$ cat src/rtl/psat_pkg.sv
package psat_pkg;

    localparam int DEF_WORD_W = 32;
    localparam int DEF_NARROW_W = 8;

    typedef enum logic [1:0] {
        SZ_BYTE     = 2'd0,
        SZ_HALF     = 2'd1,
        SZ_WORD     = 2'd2,
        SZ_WORD_ALT = 2'd3
    } size_e;

    typedef struct packed {
        size_e size;
        logic  is_signed;
        logic  is_sub;
    } op_ctrl_t;

    function automatic logic is_word_mode(input size_e s);
        return s[1];
    endfunction

endpackage

$ cat src/rtl/psat_lane.sv
module psat_lane #(
    parameter int W = 8
) (
    input  logic [W-1:0] a_i,
    input  logic [W-1:0] b_i,
    input  logic         signed_i,
    input  logic         sub_i,
    output logic [W-1:0] y_o,
    output logic         sat_o
);
    localparam logic [W-1:0] ALL_ONES = '1;
    localparam logic [W-1:0] MAX_POS  = {1'b0, {(W-1){1'b1}}};
    localparam logic [W-1:0] MIN_NEG  = {1'b1, {(W-1){1'b0}}};

    logic [W-1:0] sum, dif;
    logic         u_wrap, u_under, s_ovf_add, s_ovf_sub;
    logic [W-1:0] s_clamp;

    always_comb begin
        sum       = a_i + b_i;
        dif       = a_i - b_i;
        u_wrap    = sum < a_i;
        u_under   = a_i < b_i;
        s_ovf_add = ~(a_i[W-1] ^ b_i[W-1]) & (sum[W-1] ^ a_i[W-1]);
        s_ovf_sub =  (a_i[W-1] ^ b_i[W-1]) & (dif[W-1] ^ a_i[W-1]);
        s_clamp   = a_i[W-1] ? MIN_NEG : MAX_POS;
        unique case ({signed_i, sub_i})
            2'b00: begin sat_o = u_wrap;    y_o = u_wrap  ? ALL_ONES : sum; end
            2'b01: begin sat_o = u_under;   y_o = u_under ? '0       : dif; end
            2'b10: begin sat_o = s_ovf_add; y_o = s_ovf_add ? s_clamp : sum; end
            default: begin sat_o = s_ovf_sub; y_o = s_ovf_sub ? s_clamp : dif; end
        endcase
    end

    // Lane-level guards
    always_comb begin
        if (!signed_i && !sub_i)
            assert_uadd_floor_R2: assert (y_o >= a_i);
        if (!signed_i && sub_i)
            assert_usub_ceiling_R3: assert (y_o <= a_i);
        if (signed_i && !sub_i && sat_o)
            assert_sadd_clamp_R4: assert (y_o[W-1] == a_i[W-1] && (y_o == MAX_POS || y_o == MIN_NEG));
        if (signed_i && sub_i && sat_o)
            assert_ssub_clamp_R5: assert (y_o[W-1] == a_i[W-1] && (y_o == MAX_POS || y_o == MIN_NEG));
    end

endmodule

$ cat src/rtl/psat_word_add.sv
module psat_word_add #(
    parameter int W = 32
) (
    input  logic [W-1:0] a_i,
    input  logic [W-1:0] b_i,
    output logic [W-1:0] sum_o,
    output logic         ovf_o
);
    always_comb begin
        sum_o = a_i + b_i;
        ovf_o = ~(a_i[W-1] ^ b_i[W-1]) & (sum_o[W-1] ^ a_i[W-1]);
    end

    always_comb begin
        if (ovf_o)
            assert_word_ovf_sign_R6: assert (a_i[W-1] == b_i[W-1] && sum_o[W-1] != b_i[W-1]);
    end

endmodule

$ cat src/rtl/psat_unit.sv
module psat_unit
    import psat_pkg::*;
#(
    parameter int DATA_W   = DEF_WORD_W,
    parameter int NARROW_W = DEF_NARROW_W
) (
    input  logic                         clk,
    input  logic                         rst,
    input  logic                         in_valid_i,
    input  logic [DATA_W-1:0]            opa_i,
    input  logic [DATA_W-1:0]            opb_i,
    input  logic [1:0]                   size_sel_i,
    input  logic                         is_signed_i,
    input  logic                         is_sub_i,
    input  logic                         q_clear_i,
    output logic                         out_valid_o,
    output logic [DATA_W-1:0]            result_o,
    output logic [DATA_W/NARROW_W-1:0]   lane_sat_o,
    output logic                         q_flag_o
);
    localparam int WIDE_W = 2 * NARROW_W;
    localparam int N_NAR  = DATA_W / NARROW_W;
    localparam int N_WID  = DATA_W / WIDE_W;

    op_ctrl_t ctrl;
    assign ctrl = '{size: size_e'(size_sel_i), is_signed: is_signed_i, is_sub: is_sub_i};

    logic [DATA_W-1:0] nar_y, wid_y, word_y;
    logic [N_NAR-1:0]  nar_sat;
    logic [N_WID-1:0]  wid_sat;
    logic              word_ovf;

    for (genvar i = 0; i < N_NAR; i++) begin : g_nar
        psat_lane #(.W(NARROW_W)) u_lane (
            .a_i      (opa_i[i*NARROW_W +: NARROW_W]),
            .b_i      (opb_i[i*NARROW_W +: NARROW_W]),
            .signed_i (ctrl.is_signed),
            .sub_i    (ctrl.is_sub),
            .y_o      (nar_y[i*NARROW_W +: NARROW_W]),
            .sat_o    (nar_sat[i])
        );
    end

    for (genvar j = 0; j < N_WID; j++) begin : g_wid
        psat_lane #(.W(WIDE_W)) u_lane (
            .a_i      (opa_i[j*WIDE_W +: WIDE_W]),
            .b_i      (opb_i[j*WIDE_W +: WIDE_W]),
            .signed_i (ctrl.is_signed),
            .sub_i    (ctrl.is_sub),
            .y_o      (wid_y[j*WIDE_W +: WIDE_W]),
            .sat_o    (wid_sat[j])
        );
    end

    psat_word_add #(.W(DATA_W)) u_word (
        .a_i   (opa_i),
        .b_i   (opb_i),
        .sum_o (word_y),
        .ovf_o (word_ovf)
    );

    logic [DATA_W-1:0] nxt_res;
    logic [N_NAR-1:0]  nxt_sat;
    logic              nxt_evt;

    always_comb begin
        nxt_sat = '0;
        if (is_word_mode(ctrl.size)) begin
            nxt_res = word_y;
        end else if (ctrl.size == SZ_HALF) begin
            nxt_res = wid_y;
            nxt_sat[N_WID-1:0] = wid_sat;
        end else begin
            nxt_res = nar_y;
            nxt_sat = nar_sat;
        end
        nxt_evt = (|nxt_sat) | (is_word_mode(ctrl.size) & word_ovf);
    end

    always_ff @(posedge clk) begin
        if (rst) begin
            out_valid_o <= 1'b0;
            result_o    <= '0;
            lane_sat_o  <= '0;
            q_flag_o    <= 1'b0;
        end else begin
            out_valid_o <= in_valid_i;
            if (in_valid_i) begin
                result_o   <= nxt_res;
                lane_sat_o <= nxt_sat;
            end
            q_flag_o <= (q_flag_o & ~q_clear_i) | (in_valid_i & nxt_evt);
        end
    end

    assert_vld_follow_R7: assert property (@(posedge clk) disable iff (rst)
        in_valid_i |=> out_valid_o);
    assert_vld_drop_R7: assert property (@(posedge clk) disable iff (rst)
        !in_valid_i |=> !out_valid_o);
    assert_hold_R7: assert property (@(posedge clk) disable iff (rst)
        !in_valid_i |=> ($stable(result_o) && $stable(lane_sat_o)));
    assert_half_upper_R8: assert property (@(posedge clk) disable iff (rst)
        (in_valid_i && size_sel_i == SZ_HALF) |=> (lane_sat_o[N_NAR-1:N_WID] == '0));
    assert_word_nosat_R6: assert property (@(posedge clk) disable iff (rst)
        (in_valid_i && size_sel_i[1]) |=> (lane_sat_o == '0));
    assert_q_sticky_R9: assert property (@(posedge clk) disable iff (rst)
        (q_flag_o && !q_clear_i) |=> q_flag_o);
    assert_q_set_R9: assert property (@(posedge clk) disable iff (rst)
        (in_valid_i && (|nar_sat) && size_sel_i == SZ_BYTE) |=> q_flag_o);
    assert_q_clear_R9: assert property (@(posedge clk) disable iff (rst)
        (q_clear_i && !in_valid_i) |=> !q_flag_o);

endmodule

$ cat config.mk
export PLATFORM = sky130hd
export DESIGN_NAME = psat_unit
export DESIGN_NICKNAME = d
export VERILOG_FILES = /design/src/rtl/psat_pkg.sv /design/src/rtl/psat_lane.sv /design/src/rtl/psat_word_add.sv /design/src/rtl/psat_unit.sv
export SDC_FILE = /design/constraint.sdc
export NUM_CORES = 1
export LEC_CHECK = 0
export ABC_AREA = 1
export BUFFER_PORTS_ARGS = -buffer_cell sky130_fd_sc_hd__buf_2
export CORE_ASPECT_RATIO = 1.5
export CORE_MARGIN = 2
export CORE_UTILIZATION = 42
export DETAILED_ROUTE_END_ITERATION = 12
export PLACE_DENSITY = 0.67
export SLEW_MARGIN = 0
export SYNTH_ARGS = -nofsm -noshare
export SYNTH_HDL_FRONTEND = slang
export SYNTH_HIERARCHICAL = 1
export SYNTH_SLANG_ARGS = --single-unit
$ cat constraint.sdc
create_clock -name clk -period 8.8 [get_ports clk]
set_clock_uncertainty 0.1 [all_clocks]
set_input_delay 1.76 -clock clk [delete_from_list [all_inputs] [get_ports clk]]
set_output_delay 1.76 -clock clk [all_outputs]
set_load 0.1 [all_outputs]
* Yosys cells after proc, flatten, opt, wreduce, memory -nomap -nowiden
Cells that the tools add are included.
** Cells by class
- $add $sub $neg :: 13
- Divide/modulo/power cells :: 0
- Multiplexer cells :: 47
- Reduce and logical (&&, ||, !) cells :: 2
- Eq/ne operators :: 3
- $lt $le $gt $ge :: 12
- Shift-type cells :: 0
- Bitwise logic cells :: 40
- $mul :: 0
** Operators with widths (number)
- 2-to-1 mux 16 bit :: 10
- 2-to-1 mux 8 bit :: 20
- one-hot mux 16 bit (3 select lines) :: 2
- one-hot mux 8 bit (3 select lines) :: 4
- less-than comparator 16 bit :: 4
- less-than comparator 8 bit :: 8
- 2-to-1 mux 32 bit :: 2
- adder 16 bit :: 2
- adder 32 bit :: 1
- adder 8 bit :: 4
- subtractor 16 bit :: 2
- subtractor 8 bit :: 4
- one-hot mux 1 bit (3 select lines) :: 6
- bitwise XOR 1 bit :: 17
- bitwise AND 1 bit :: 16
- inverter 1 bit :: 5
- == test 2 x 1 -> 1 bit (second input constant) :: 2
- 2-to-1 mux 2 bit :: 2
- 2-to-1 mux 4 bit :: 1
- OR reduction 4 bit :: 1
- == test 2 bit (second input constant) :: 1
- logical NOT 2 bit :: 1
- bitwise OR 1 bit :: 2
** Word-level totals
- Input bits :: 72
- Memories kept :: 0
- Bits in writable memories :: 0
- Latch bits :: 0
- Output and inout bits :: 38
- Register bits after elaboration :: 38
- ROM bits :: 0

* Depth between registers and ports, before layout
Gate-level depths: netlist of the first run.
- Depth after elaboration :: 10
- Depth in mapped cells :: 28
- Gate-level depth less buffers :: 27

* Modules after synthesis
The synthesis of the first run kept the hierarchy.
** Modules (own cells, without submodules)
- psat_lane (g_wid[1].u_lane) :: seq. area each 0.0 µm², instances 1, cells an instance 606, area an instance 3198.1 µm²
- psat_lane (g_wid[0].u_lane) :: seq. area each 0.0 µm², instances 1, cells an instance 564, area an instance 2910.3 µm²
- psat_word_add :: seq. area each 0.0 µm², instances 1, cells an instance 497, area an instance 2356.0 µm²
- psat_unit :: seq. area each 760.7 µm², instances 1, cells an instance 318, area an instance 2243.4 µm²
- psat_lane (g_nar[2].u_lane) :: seq. area each 0.0 µm², instances 1, cells an instance 263, area an instance 1421.4 µm²
- psat_lane (g_nar[3].u_lane) :: seq. area each 0.0 µm², instances 1, cells an instance 259, area an instance 1410.1 µm²
- psat_lane (g_nar[1].u_lane) :: seq. area each 0.0 µm², instances 1, cells an instance 253, area an instance 1345.0 µm²
- psat_lane (g_nar[0].u_lane) :: seq. area each 0.0 µm², instances 1, cells an instance 249, area an instance 1312.5 µm²

* Worst setup path before layout of the first run
No wires, ideal clock.
- Kind :: input to register
- Start point :: input opb_i[2]
- End point :: register result_o[1]
- Path slack :: 3.999 ns
- Required time :: 8.575 ns
- Cell stages on the path :: 23
- Arrival :: 4.576 ns
- Cells stage by stage :: inv_1 ha_1 buf_4 nand2_1 nand2_1 nand2_1 nand3_1 nand2_1 nand2_1 nand2_1 a21oi_1 or2_2 fa_1 inv_1 nor3_1 nor2_1 buf_2 a211oi_1 a21oi_1 nand2_1 nand2_1 nand2_1 a21oi_2
** On the way
- Word-level cells in the longest chain between the ends :: 7
- Elaborated cells on any way between the ends :: 28
** Ends and longest elaborated chain
- start: declaration :: RTL line psat_unit.sv:11 : input logic [DATA_W-1:0] opb_i,
- parallel branches: the longest is 4 deep, another holds adder 16 bit
- one-hot mux 16 bit (3 select lines) * :: RTL line psat_lane.sv:27 : unique case ({signed_i, sub_i})
- net wid_y[1] :: RTL line psat_unit.sv:28 : logic [DATA_W-1:0] nar_y, wid_y, word_y;
- 2-to-1 mux 32 bit * :: RTL line psat_unit.sv:70 : end else if (ctrl.size == SZ_HALF) begin
- 2-to-1 mux 32 bit * :: RTL line psat_unit.sv:68 : if (is_word_mode(ctrl.size)) begin
- end signal: assignment :: RTL line psat_unit.sv:89 : result_o <= nxt_res;
- end: declaration :: RTL line psat_unit.sv:17 : output logic [DATA_W-1:0] result_o,
Mark *: on every way through the listed nets, which the timed path passes.
A chain may end at the register's enable or synchronous reset.

* Worst setup path in the final report of the first run
- Start point :: input opb_i[25]
- End point :: register q_flag_o
** On the way
- Word-level cells in the longest chain between the ends :: 10
- Elaborated cells on any way between the ends :: 29
** Ends and longest elaborated chain
- parallel branches: the longest is 3 deep, another holds adder 16 bit
- one-hot mux 1 bit (3 select lines) * :: RTL line psat_lane.sv:27
- net wid_sat[1] :: RTL line psat_unit.sv:30 : logic [N_WID-1:0] wid_sat;
- 2-to-1 mux 2 bit * :: RTL line psat_unit.sv:70
- 2-to-1 mux 4 bit * :: RTL line psat_unit.sv:68
- OR reduction 4 bit * :: RTL line psat_unit.sv:77 : nxt_evt = (|nxt_sat) | (is_word_mode(ctrl.size) & word_ovf);
- bitwise OR 1 bit * :: RTL line psat_unit.sv:77
- bitwise AND 1 bit * :: RTL line psat_unit.sv:92 : q_flag_o <= (q_flag_o & ~q_clear_i) | (in_valid_i & nxt_evt);
- bitwise OR 1 bit * :: RTL line psat_unit.sv:92
- end signal: assignment :: RTL line psat_unit.sv:92
- end: declaration :: RTL line psat_unit.sv:19 : output logic q_flag_o
Marks and branches as above.

==> results of run 1 <==
## layer usage
metal,GRT usage,vias to the layer above,share of wire
met2,0.524,552,0.50
met3,0.0220,194,0.044
met4,0.173,2,0.071
met5,0,-,0.00012
met1,0.312,8162,0.39
li1,-,9467,-
## worst max-delay path: stages
cell and delay (ns):
buf_2 0.20, inv_1 0.06, ha_1 0.50, nand2_1 0.22
nor3_1 0.22, nand2_1 0.09, nand2_1 0.08, nand2_1 0.09
a21oi_1 0.14, or2_1 0.12, fa_1 0.42, inv_1 0.08
nor3_1 0.05, nor2_1 0.67, inv_1 0.13, nand2_1 0.09
o2111ai_1 0.10, inv_1 0.10, nand2_1 0.05, nand3_1 0.16
nand2_1 0.07, o21ai_1 0.12, nand2_1 0.06
## metrics by stage
step / setup WS (ns) / hold slack (ns)
after global routing: 2.94 / 0.407
after floorplan: 4.00 / 0.831
after CTS: 3.37 / 0.387
final: 3.29 / 0.388
after detailed placement: 3.07 / 0.375
after global placement: 3.10 / 0.363
## cell usage in the layout (no fill, tap or decap), drive strengths merged, types with 3 or more instances in the layout
cell,Yosys,final
dfxtp,38,38
fa,19,19
nand4,60,60
a21oi,214,214
xnor2,4,4
ha,205,205
and2,24,24
o2111ai,4,4
nor3,22,22
xor2,49,49
o21ai,90,90
nand2,1161,1161
nor2,190,190
inv,571,571
nand3,249,249
o21bai,14,14
nand3b,3,3
buf,58,110
a21boi,7,7
or2,12,12
clkbuf,4,7
## where the power goes
group          leakage [uW]  switching (uW)  total [uW]  internal, uW
clock network     0.0000781            80.3         215           134
logic                0.0101             995        1430           433
registers          0.000315            13.4         201           188
## path summary, 6_finish.rpt
check / to / slack, ns / from
max: q_flag_o$_SDFF_PP0_ / 3.29 / opb_i[25]
min: q_flag_o$_SDFF_PP0_ / 0.39 / q_flag_o$_SDFF_PP0_
max reg2reg: result_o[27]$_SDFFE_PP0P_ / 7.93 / result_o[27]$_SDFFE_PP0P_
min reg2reg: q_flag_o$_SDFF_PP0_ / 0.39 / q_flag_o$_SDFF_PP0_
## sequential cells by signal, indices dropped and copies added, names as in the netlist
name         flops
lane_sat_o       4
out_valid_o      1
q_flag_o         1
result_o        32
## cell type report
type | instances | area (sq um)
clock inverter | 1 | 30.0
inverter | 573 | 2160
timing repair buffer | 110 | 553
multi-input combinational | 2336 | 12800
fill | 4368 | 21100
sequential | 38 | 761
clock buffer | 7 | 133
tap | 495 | 619
## logic make-up after synthesis
logic type               share of synthesized area
XOR/XNOR                                    0.0287
buffers and inverters                        0.162
AND/OR/NAND/NOR                              0.462
flip-flops                                  0.0470
adder cells (fa/ha/maj)                      0.182
AO/OA/AOI/OAI                                0.119
==> summary.txt, run 1 <==
CTS
  • Buffer count from post-CTS setup fixing: 0
  • Clock Root Buffer: clkbuf_16
  • Worst-path clk slew: 0.06 ns
  • Number of sinks handled by clock tree synthesis: 38
  • Maximum buffer depth of the clock tree: 2
  • Hold buffer count at cts: 0
  • Number of H-tree levels: 2
  • Clk Latency, worst-skew pair: 0.29 ns
  • TritonCTS clock tree: done
  • Post-cts gate resize count: 0
  • Number of buffers added by the clock tree synthesis step: 5

Routing
  • Post-detailed-route via-to-cell ratio: 5.16
  • Detailed Route Iter0 Violations: 1,518
  • Total via count after detailed routing: 18.4k
  • Pre-Repair DR Iteration Count: 6
  • Wire length after detailed routing: 58.2 mm
  • Count of antenna-violating nets left after detailed routing: 0
  • Wire length per cell after detailed routing: 16.4 microns
  • Number of design rule violations left after detail routing: 0

Flow run
  • Max-capacitance violation count: 0

STA
  • Unrepaired setup endpoints after global routing: no
  • Number of max-slew violations in the final report: 0
  • Pin slew with the least headroom to its limit: 0.884 ns
  • Rel. slew slack: 0.408
  • Summed negative setup slack over all endpoints: 0 ns
  • Highest clock frequency the design can meet: 0.181 GHz
  • Period Utilization, post-route: 0.626
  • Number of setup violations in the final report: 0
  • Final critical-path required period: 5.51 ns
  • Hold Fails Final Rpt: 0

Yosys
  • Area share of the leading cell type in the synthesized netlist: 0.252
  • Top cells by area, synth: nand2_1, ha_1, inv_1
  • EDFF count, synth: 0
  • Most area-hungry cell type in the Yosys netlist: nand2_1
  • Primary FF master, synth: dfxtp_1
  • Proportion of register bits with asynchronous set or reset after synthesis: 0
  • Post-synthesis sequential area ratio: 0.0470
  • Net Count, Synth: 3,305
  • Synthesized area per cell: 5.38 sq um
  • Number of synthesis warnings: 6
  • Total of flip-flops plus latches after synthesis: 38
  • Most frequent cell after synthesis: nand2_1
  • Top cells by count, synth: nand2_1, inv_1, nand3_1
  • Number of library cell types mapped by synthesis: 48
  • Cell area after synthesis: 0.0162 sq mm
  • Instance count of the mapped netlist: 3,009

Critical path
  • Logic depth of the worst register-to-register path: 2
  • Critical path peak fanout: 12
  • Data arrival, critical path: 5.60 ns
  • Nature of the critical path startpoint: primary input
  • Required time of the critical path: 8.89 ns
  • Classification of the worst setup path: in2reg
  • Critical path endpoint category: flop

Global route
  • Remaining global-route overflow: 0
  • Global-route wire length before repair: 90.4 mm
  • Maximum number of pins on one net before global-route repair: 42
  • Via count of the first global-routing pass: 17.5k
  • Antenna violations before repair: 1
  • GRT Util Overall: 0.285

Placed design
  • Routability congestion estimate from global placement: 0.995
  • Port bufs: 109
  • Placed instance area: 0.0169 sq mm
  • Inst Count DP: 3,552
  • DP Wirelength: 48.8 mm

Status
  • Result of the run: completed

Floorplanning
  • Standard cell core area: 0.0382 sq mm
  • Width of the die: 164 microns
  • Site Rows: 88
  • Total die area: 0.0402 sq mm
  • Ports: 110
  • Height of the die: 245 microns
  • Effective utilization at floorplan: 0.424

Cells and area
  • Number of antenna repair diodes: 0
  • Final standard cell utilization of the core: 0.447
  • Layout Cell Area excl Fill: 0.0171 sq mm
  • Fin cells: 3,560
  • Share of final-layout standard cells stronger than drive strength 1: 0.101
  • Layout-stage area growth over the synthesis result: 5.36%
  • Fin nets: 3,360

Hold path
  • Type of the most critical hold path: reg2reg
  • Number of instances on the worst hold path: 2

Power and ir drop
  • Total design power: 1840 uW
  • Lkg Pwr: 0.0105 uW
  • Total power per unit cell area: 108 mW/mm^2
  • Max VDD drop: 0.0697 mV
(Power assumes the default switching activity.)
==> inputs of run 2 (changes only) <==
Settings changed: ABC_AREA 1 to 0, PLACE_DENSITY 0.67 to 0.7.
Clock period 8.8 ns to 4.93 ns, I/O delays scaled along.
==> run 2 against run 1 <==
Net effect:
- the flow now finishes with violations (negative setup slack)
- sequential cell count stayed put
- synthesized area down 16%
- die area decreased by 16%
- register-to-register slack got worse by 4.2 ns
- clock-buffer cell count decreased by 1
- via count down 19%
- global-route usage is 1.2 points lower
- first-iteration DRC count decreased by 45%
- cell count shrank 28%
==> summary.txt, run 2 <==
CTS
  • Clock Root Buffer: clkbuf_16 (unchanged)
  • Number of H-tree levels: 2 (unchanged)
  • Number of buffers added by the clock tree synthesis step: 5 (unchanged)
  • TritonCTS clock tree: done (unchanged)
  • Maximum buffer depth of the clock tree: 2 (unchanged)
  • Worst-path clk slew: 0.06 ns (about the same)
  • Number of sinks handled by clock tree synthesis: 38 (unchanged)
  • Clk Latency, worst-skew pair: 0.29 ns (about the same)

Placed design
  • Placed instance area: 0.0159 sq mm (was 0.0169 sq mm)
  • Place WS: -0.547 ns (was 3.07 ns)
  • Port bufs: 109 (unchanged)
  • Routability congestion estimate from global placement: 0.956 (was 0.995)
  • DP Wirelength: 38.8 mm (was 48.8 mm)

Critical path
  • Logic depth of the worst register-to-register path: 3 (was 2)
  • Worst path top cell family by delay: compound AO/OA/AOI/OAI gates (was simple AND/OR/NAND/NOR gates)
  • Worst path slowest cell: fa_1 (was nor2_1)
  • Number of buffers and inverters on the critical path: 4 (was 5)
  • Total stage count of the critical path: 22 (was 23)
  • Biggest cell delay along the critical path: 0.60 ns (was 0.67 ns)
  • Start point of the critical path: opb_i[20] (was opb_i[25])
  • Critical path endpoint category: flop (unchanged)
  • Classification of the worst setup path: in2reg (unchanged)
  • Most used cell along the critical path: a21o_1 (was nand2_1)
  • Required time of the critical path: 5.00 ns (was 8.89 ns)
  • Critical Path, Cell by Cell: buf_2 > inv_1 > ha_1 > buf_4 > o21a_1 > o21ai_1 > a32oi_2 > a221o_1 > a21oi_2 > o21ai_2 > a21o_1 > a21o_1 > fa_1 > nand2b_1 > a21o_1 > buf_4 > nand2_1 > nand3_1 > o21ai_0 > mux2_2 > o21bai_1 > a21oi_1 (was buf_2 > inv_1 > ha_1 > nand2_1 > nor3_1 > nand2_1 > nand2_1 > nand2_1 > a21oi_1 > or2_1 > fa_1 > inv_1 > nor3_1 > nor2_1 > inv_1 > nand2_1 > o2111ai_1 > inv_1 > nand2_1 > nand3_1 > nand2_1 > o21ai_1 > nand2_1)
  • Worst r2r src: q_flag_o$_SDFF_PP0_ (was result_o[27]$_SDFFE_PP0P_)
  • Nature of the critical path startpoint: primary input (unchanged)
  • Critical path peak fanout: 4 (was 12)
  • Data arrival, critical path: 5.08 ns (was 5.60 ns)

Floorplanning
  • Effective utilization at floorplan: 0.426 (was 0.424)
  • Site Rows: 80 (was 88)
  • Width of the die: 151 microns (was 164 microns)
  • Standard cell core area: 0.0318 sq mm (was 0.0382 sq mm)
  • Total die area: 0.0338 sq mm (was 0.0402 sq mm)
  • Height of the die: 224 microns (was 245 microns)
  • Ports: 110 (unchanged)

Yosys
  • Total of flip-flops plus latches after synthesis: 38 (unchanged)
  • Post-Synth Simple-Gate Area: 0.200 (was 0.462)
  • Most frequent cell after synthesis: ha_1 (was nand2_1)
  • Multiplexer share of the synthesized area: 0.0305 (was 0)
  • Number of library cell types mapped by synthesis: 117 (was 48)
  • Number of synthesis warnings: 6 (unchanged)
  • EDFF count, synth: 0 (unchanged)
  • Instance count of the mapped netlist: 1,867 (was 3,009)
  • Compound-gate portion of the synthesized area: 0.322 (was 0.119)
  • Post-synthesis share of cell area spent on full adders, half adders and majority gates: 0.217 (was 0.182)
  • Net Count, Synth: 2,163 (was 3,305)
  • Synthesized area per cell: 7.26 sq um (was 5.38 sq um)
  • Top cells by area, synth: ha_1, a21oi_1, dfxtp_1 (was nand2_1, ha_1, inv_1)
  • Most area-hungry cell type in the Yosys netlist: ha_1 (was nand2_1)
  • Area share of the leading cell type in the synthesized netlist: 0.189 (was 0.252)
  • Proportion of register bits with asynchronous set or reset after synthesis: 0 (unchanged)
  • Largest family of logic cells by synthesized area: compound AO/OA/AOI/OAI gates (was simple AND/OR/NAND/NOR gates)
  • Cell area after synthesis: 0.0136 sq mm (was 0.0162 sq mm)
  • Fraction of synthesized cell area in xor and xnor cells: 0.0768 (was 0.0287)
  • Top cells by count, synth: ha_1, inv_1, nor2_1 (was nand2_1, inv_1, nand3_1)
  • Primary FF master, synth: dfxtp_1 (unchanged)
  • Post-synthesis sequential area ratio: 0.0561 (was 0.0470)

Cells and area
  • Largest registers: result_o: 32 flops, lane_sat_o: 4 flops (unchanged)
  • Most frequent standard cell in the layout excluding fill and tap cells: buf_4 (was nand2_1)
  • Register name with the most flops: result_o (unchanged)
  • Layout Cell Area excl Fill: 0.0167 sq mm (was 0.0171 sq mm)
  • Share of final-layout standard cells stronger than drive strength 1: 0.254 (was 0.101)
  • Number of flip-flops in the largest register: 32 (unchanged)
  • Fin nets: 2,442 (was 3,360)
  • Number of filler instances in the final layout: 3,130 (was 4,368)
  • Number of antenna repair diodes: 0 (unchanged)
  • Layout-stage area growth over the synthesis result: 23.5% (was 5.36%)
  • Commonest cells after routing, fill and taps aside: buf_4, ha_1, inv_1 (was nand2_1, inv_1, nand3_1)

Global route
  • Via count of the first global-routing pass: 14.7k (was 17.5k)
  • GRT Util Overall: 0.273 (was 0.285)
  • Antenna violations before repair: 0 (was 1)
  • Remaining global-route overflow: 0 (unchanged)
  • Global-route wire length before repair: 73.7 mm (was 90.4 mm)
  • Maximum number of pins on one net before global-route repair: 49 (was 42)

STA
  • Unrepaired setup endpoints after global routing: yes (was no)
  • Final critical-path required period: 5.01 ns
  • Pin slew with the least headroom to its limit: 1.15 ns (was 0.884 ns)
  • Number of max-slew violations in the final report: 0 (unchanged)
  • Rel. slew slack: 0.230 (was 0.408)
  • Period Utilization, post-route: 1.02
  • Slack of the critical path: -0.0837 ns (was 3.29 ns)
  • Number of setup violations in the final report: 10 (was 0)
  • Hold Fails Final Rpt: 0 (unchanged)
  • Highest clock frequency the design can meet: 0.199 GHz

Status
  • Failing checks: negative setup slack
  • Result of the run: finished with violations (was completed)

Routing
  • Count of antenna-violating nets left after detailed routing: 0 (unchanged)
  • Wire length after detailed routing: 47.9 mm (was 58.2 mm)
  • Detailed Route Iter0 Violations: 840 (was 1,518)
  • Met1 Wirelength: 17.9 mm (was 22.5 mm)
  • Post-detailed-route via-to-cell ratio: 5.84 (was 5.16)
  • Uppermost layer routed: met4 (was met5)
  • Met2 WL post-DR: 25.0 mm (was 29.0 mm)
  • Total via count after detailed routing: 14.9k (was 18.4k)
  • Pre-Repair DR Iteration Count: 5 (was 6)
  • Met3 wire length: 2.09 mm (was 2.57 mm)
  • Wire length per cell after detailed routing: 18.7 microns (was 16.4 microns)
  • Number of design rule violations left after detail routing: 0 (unchanged)

Power and ir drop
  • Max VDD drop: 0.123 mV (was 0.0697 mV)
  • Total design power: 3610 uW (was 1840 uW)
  • Total power per unit cell area: 216 mW/mm^2 (was 108 mW/mm^2)
  • Lkg Pwr: 0.00818 uW (was 0.0105 uW)

Hold path
  • Number of instances on the worst hold path: 2 (unchanged)
  • Hold path startpoint: lane_sat_o[1]$_SDFFE_PP0P_ (was q_flag_o$_SDFF_PP0_)
  • Type of the most critical hold path: reg2reg (unchanged)

Flow run
  • Max-capacitance violation count: 0 (unchanged)
## run 2: cell count changes after synthesis, sizes merged, moves of 47 or more
cell   delta
inv     -376
nand3   -228
nand4    -47
xnor2    +80
o21ai    +47
a21o     +76
nand2  -1034
## run 2: area by class of cell
cell class | instances | area, sq um | area share
multi-input combinational | 1546 | 12000 | 0.718
tap | 410 | 513 | 0.0307
sequential | 38 | 761 | 0.0455
timing repair buffer | 359 | 2510 | 0.150
clock inverter | 2 | 60.1 | 0.00359
inverter | 196 | 741 | 0.0443
clock buffer | 6 | 139 | 0.00830
## run 2: final timing paths
kind | end | slack [ns]
worst max-delay path | q_flag_o$_SDFF_PP0_ | -0.08
worst min-delay path | lane_sat_o[1]$_SDFFE_PP0P_ | 0.37
worst max register to register | q_flag_o$_SDFF_PP0_ | 3.78
worst min register to register | lane_sat_o[1]$_SDFFE_PP0P_ | 0.37
## run 2: worst reg2reg max path, stage by stage (launching register included)
cell and delay [ns]:
dfxtp_1 0.32, nor3b_1 0.37, a221oi_2 0.06, a21oi_1 0.23
## run 2: where the power goes
group / switching, uW / total [uW] / internal (uW)
sequential: 21.0 / 360 / 339
clock: 141 / 445 / 304
combinational: 1660 / 2810 / 1150
## run 2: metal layers
metal | vias up | GRT usage
li1 | 7207 | -
met1 | 7091 | 0.294
met2 | 493 | 0.520
met3 | 154 | 0.0175
met4 | 0 | 0.148
met5 | - | 0
## run 2: kinds of logic (layout without fill, tap and decap cells)
logic type / count (synthesis) / in the layout
AOI/OAI and AO/OA: 624 / 624
xor gates and xnor gates: 118 / 118
adders and majority gates: 224 / 224
buffers and inverters: 284 / 563
DFF: 38 / 38
muxes: 41 / 41
and+or+nand+nor: 538 / 539
## run 2: metrics by stage
stage | instances | hold WS [ns] | util | setup TNS (ns)
5_1_grt | 2557 | 0.399 | 0.526 | -3.75
6_report | 2557 | 0.370 | 0.526 | -0.274
3_3_place_gp | 2533 | 0.357 | 0.498 | -9.07
2_1_floorplan | 1867 | 0.819 | - | 0
3_5_place_dp | 2533 | 0.360 | 0.498 | -11.69
4_1_cts | 2548 | 0.371 | 0.511 | -0.000796
## run 2: repair_timing
action,in CTS,in global routing
hold buffers,0,0
gates resized for setup,34,94
pin swaps,33,56
endpoints found under the hold margin,0,0
buffers inserted,7,9
gates cloned,0,1
setup endpoints to repair,25,34
==> inputs of run 3 (changes only) <==
Clock period 4.93 ns to 4.06 ns, I/O delays scaled along.
==> run 3 against run 2 <==
Net effect:
- the run still ends with negative setup slack left
- utilization rose by 6.6 points
- critical path depth rose by 3
- hold slack improved by 0.0093 ns
- sequential power rose by 23%
- routed wire length rose by 9.7%
- setup slack got worse by 0.60 ns
- clock-buffer cell count did not move
- cell count rose by 7.4%
==> summary.txt, run 3 (synthesis results as in run 2) <==
Placed design
  • Routability congestion estimate from global placement: 1.01 (was 0.956)
  • Inst Count DP: 2,711 (was 2,533)
  • Place WS: -1.09 ns (was -0.547 ns)
  • Port bufs: 109 (unchanged)
  • DP Wirelength: 42.4 mm (was 38.8 mm)

Critical path
  • Data arrival, critical path: 4.90 ns (was 5.08 ns)
  • Critical path peak fanout: 4 (unchanged)
  • Critical path endpoint category: flop (unchanged)
  • Worst r2r src: q_flag_o$_SDFF_PP0_ (unchanged)
  • Worst path slowest cell: o31ai_2 (was fa_1)
  • Number of buffers and inverters on the critical path: 6 (was 4)
  • Logic depth of the worst register-to-register path: 3 (unchanged)
  • Classification of the worst setup path: in2reg (unchanged)
  • Capture point of the worst reg-to-reg path: q_flag_o$_SDFF_PP0_ (unchanged)
  • Biggest cell delay along the critical path: 0.32 ns (was 0.60 ns)
  • Required time of the critical path: 4.22 ns (was 5.00 ns)
  • Nature of the critical path startpoint: primary input (unchanged)
  • Minimum setup slack among reg-to-reg paths: 2.83 ns (was 3.78 ns)
  • Worst path top cell family by delay: compound AO/OA/AOI/OAI gates (unchanged)
  • Most used cell along the critical path: buf_4 (was a21o_1)

Status
  • Failing checks: negative setup slack (unchanged)
  • Result of the run: finished with violations (unchanged)

CTS
  • Number of H-tree levels: 2 (unchanged)
  • Hold buffer count at cts: 0 (unchanged)
  • Clk Latency, worst-skew pair: 0.30 ns (was 0.29 ns)
  • Clock Root Buffer: clkbuf_16 (unchanged)
  • Number of sinks handled by clock tree synthesis: 38 (unchanged)
  • Maximum buffer depth of the clock tree: 2 (unchanged)
  • Worst-path clk slew: 0.07 ns (was 0.06 ns)
  • Number of buffers added by the clock tree synthesis step: 5 (unchanged)
  • TritonCTS clock tree: done (unchanged)

Hold path
  • Hold path startpoint: lane_sat_o[0]$_SDFFE_PP0P_ (was lane_sat_o[1]$_SDFFE_PP0P_)
  • Type of the most critical hold path: reg2reg (unchanged)
  • Capture endpoint of the worst hold path: lane_sat_o[0]$_SDFFE_PP0P_ (was lane_sat_o[1]$_SDFFE_PP0P_)
  • Number of instances on the worst hold path: 2 (unchanged)

Floorplanning
  • Height of the die: 224 microns (unchanged)
  • Site Rows: 80 (unchanged)
  • Effective utilization at floorplan: 0.426 (unchanged)
  • Width of the die: 151 microns (unchanged)
  • Total die area: 0.0338 sq mm (unchanged)
  • Ports: 110 (unchanged)
  • Standard cell core area: 0.0318 sq mm (unchanged)

Cells and area
  • Largest registers: result_o: 32 flops, lane_sat_o: 4 flops (unchanged)
  • Fin cells: 2,746 (was 2,557)
  • Fin nets: 2,630 (was 2,442)
  • Number of flip-flops in the largest register: 32 (unchanged)
  • Layout-stage area growth over the synthesis result: 38.9% (was 23.5%)
  • Most frequent standard cell in the layout excluding fill and tap cells: buf_4 (unchanged)
  • Register name with the most flops: result_o (unchanged)
  • Share of final-layout standard cells stronger than drive strength 1: 0.344 (was 0.254)
  • Commonest cells after routing, fill and taps aside: buf_4, ha_1, inv_1 (unchanged)

STA
  • Worst-case hold slack: 0.379 ns (was 0.370 ns)
  • Unrepaired setup endpoints after global routing: yes (unchanged)
  • Slack of the critical path: -0.681 ns (was -0.0837 ns)
  • Highest clock frequency the design can meet: 0.211 GHz
  • Number of max-slew violations in the final report: 0 (unchanged)
  • Period Utilization, post-route: 1.17
  • Summed negative setup slack over all endpoints: -19.49 ns (was -0.274 ns)
  • Number of setup violations in the final report: 35 (was 10)
  • Final critical-path required period: 4.74 ns
  • Rel. slew slack: 0.369 (was 0.230)
  • Hold Fails Final Rpt: 0 (unchanged)
  • Pin slew with the least headroom to its limit: 0.947 ns (was 1.15 ns)

Global route
  • Remaining global-route overflow: 0 (unchanged)
  • Antenna violations before repair: 1 (was 0)
  • GRT Util Overall: 0.303 (was 0.273)
  • Maximum number of pins on one net before global-route repair: 52 (was 49)
  • Via count of the first global-routing pass: 15.9k (was 14.7k)
  • Global-route wire length before repair: 80.6 mm (was 73.7 mm)

Power and ir drop
  • Switching power total: 2420 uW (was 1820 uW)
  • Sequential share of power: 0.089 (was 0.100)
  • Internal portion of total power: 2530 uW (was 1790 uW)
  • Proportion of power drawn by combinational gates: 0.796 (was 0.777)
  • Total power per unit cell area: 263 mW/mm^2 (was 216 mW/mm^2)
  • Switching Share: 0.490 (was 0.503)
  • Clock power share: 0.115 (was 0.123)
  • Max VDD drop: 0.243 mV (was 0.123 mV)
  • Lkg Pwr: 0.00925 uW (was 0.00818 uW)

Routing
  • Pre-Repair DR Iteration Count: 6 (was 5)
  • Post-detailed-route via-to-cell ratio: 5.78 (was 5.84)
  • Detailed Route Iter0 Violations: 901 (was 840)
  • Count of antenna-violating nets left after detailed routing: 0 (unchanged)
  • Wire length per cell after detailed routing: 19.1 microns (was 18.7 microns)
  • Wire length after detailed routing: 52.5 mm (was 47.9 mm)
  • Number of design rule violations left after detail routing: 0 (unchanged)
  • Total via count after detailed routing: 15.9k (was 14.9k)

Flow run
  • Max-capacitance violation count: 0 (unchanged)
-- run 3: per-stage QoR --
step | power, uW | cell area, sq um | utilization
global route | 5270 | 18800 | 0.591
floorplan | 2710 | 13900 | -
detailed placement | 4000 | 17500 | 0.550
CTS | 4720 | 18200 | 0.572
global placement | 3950 | 17500 | 0.550
finish | 4950 | 18800 | 0.591
-- run 3: cell type report --
| type | instances | area (sq um) |
|---|---|---|
| Sequential cell | 38 | 761 |
| Tap cell | 410 | 513 |
| Clock buffer | 6 | 139 |
| Clock inverter | 2 | 60.1 |
| Timing Repair Buffer | 548 | 4040 |
| Antenna cell | 1 | 2.50 |
| Fill cell | 2942 | 13000 |
| Inverter | 196 | 763 |
| Multi-Input combinational cell | 1545 | 12500 |
-- run 3: power groups by stage --
| stage | registers, uW | logic (uW) | clock network [uW] |
|---|---|---|---|
| 2_1_floorplan | 708 | 2010 | 0 |
| 3_3_place_gp | 449 | 3500 | 0 |
| 3_5_place_dp | 450 | 3550 | 0 |
| 4_1_cts | 441 | 3710 | 571 |
| 5_1_grt | 443 | 4240 | 587 |
| 6_report | 443 | 3940 | 568 |
-- run 3: repair_timing --
item | 4_1_cts | 5_1_grt
setup buffers | 18 | 12
hold endpoints to repair | 0 | 0
pin swaps | 82 | 66
setup endpoints to repair | 36 | 36
resized for setup | 93 | 105
-- run 3: worst min-delay path, stage by stage (launching register included) --
cell and delay [ns]:
dfxtp_1 0.31, nand2b_1 0.06, a21oi_1 0.06
-- run 3: per-layer routing --
metal,part of all wire,GRT usage,vias up
li1,-,-,7586
met1,0.35,0.297,7513
met2,0.53,0.577,538
met3,0.039,0.0283,243
met4,0.083,0.222,0
met5,0,0,-
-- run 3: how the worst max path moves through the flow --
| stage | startpoint | end | cells past startpoint |
|---|---|---|---|
| 6_report | opa_i[18] | result_o[18]$_SDFFE_PP0P_ | 25 |
| 5_1_grt | opb_i[16] | result_o[18]$_SDFFE_PP0P_ | 26 |
| 4_1_cts | opb_i[16] | result_o[22]$_SDFFE_PP0P_ | 26 |
| 3_5_place_dp | opa_i[16] | result_o[16]$_SDFFE_PP0P_ | 25 |
| 3_3_place_gp | opa_i[19] | result_o[16]$_SDFFE_PP0P_ | 23 |
| 2_1_floorplan | opa_i[16] | result_o[18]$_SDFFE_PP0P_ | 25 |
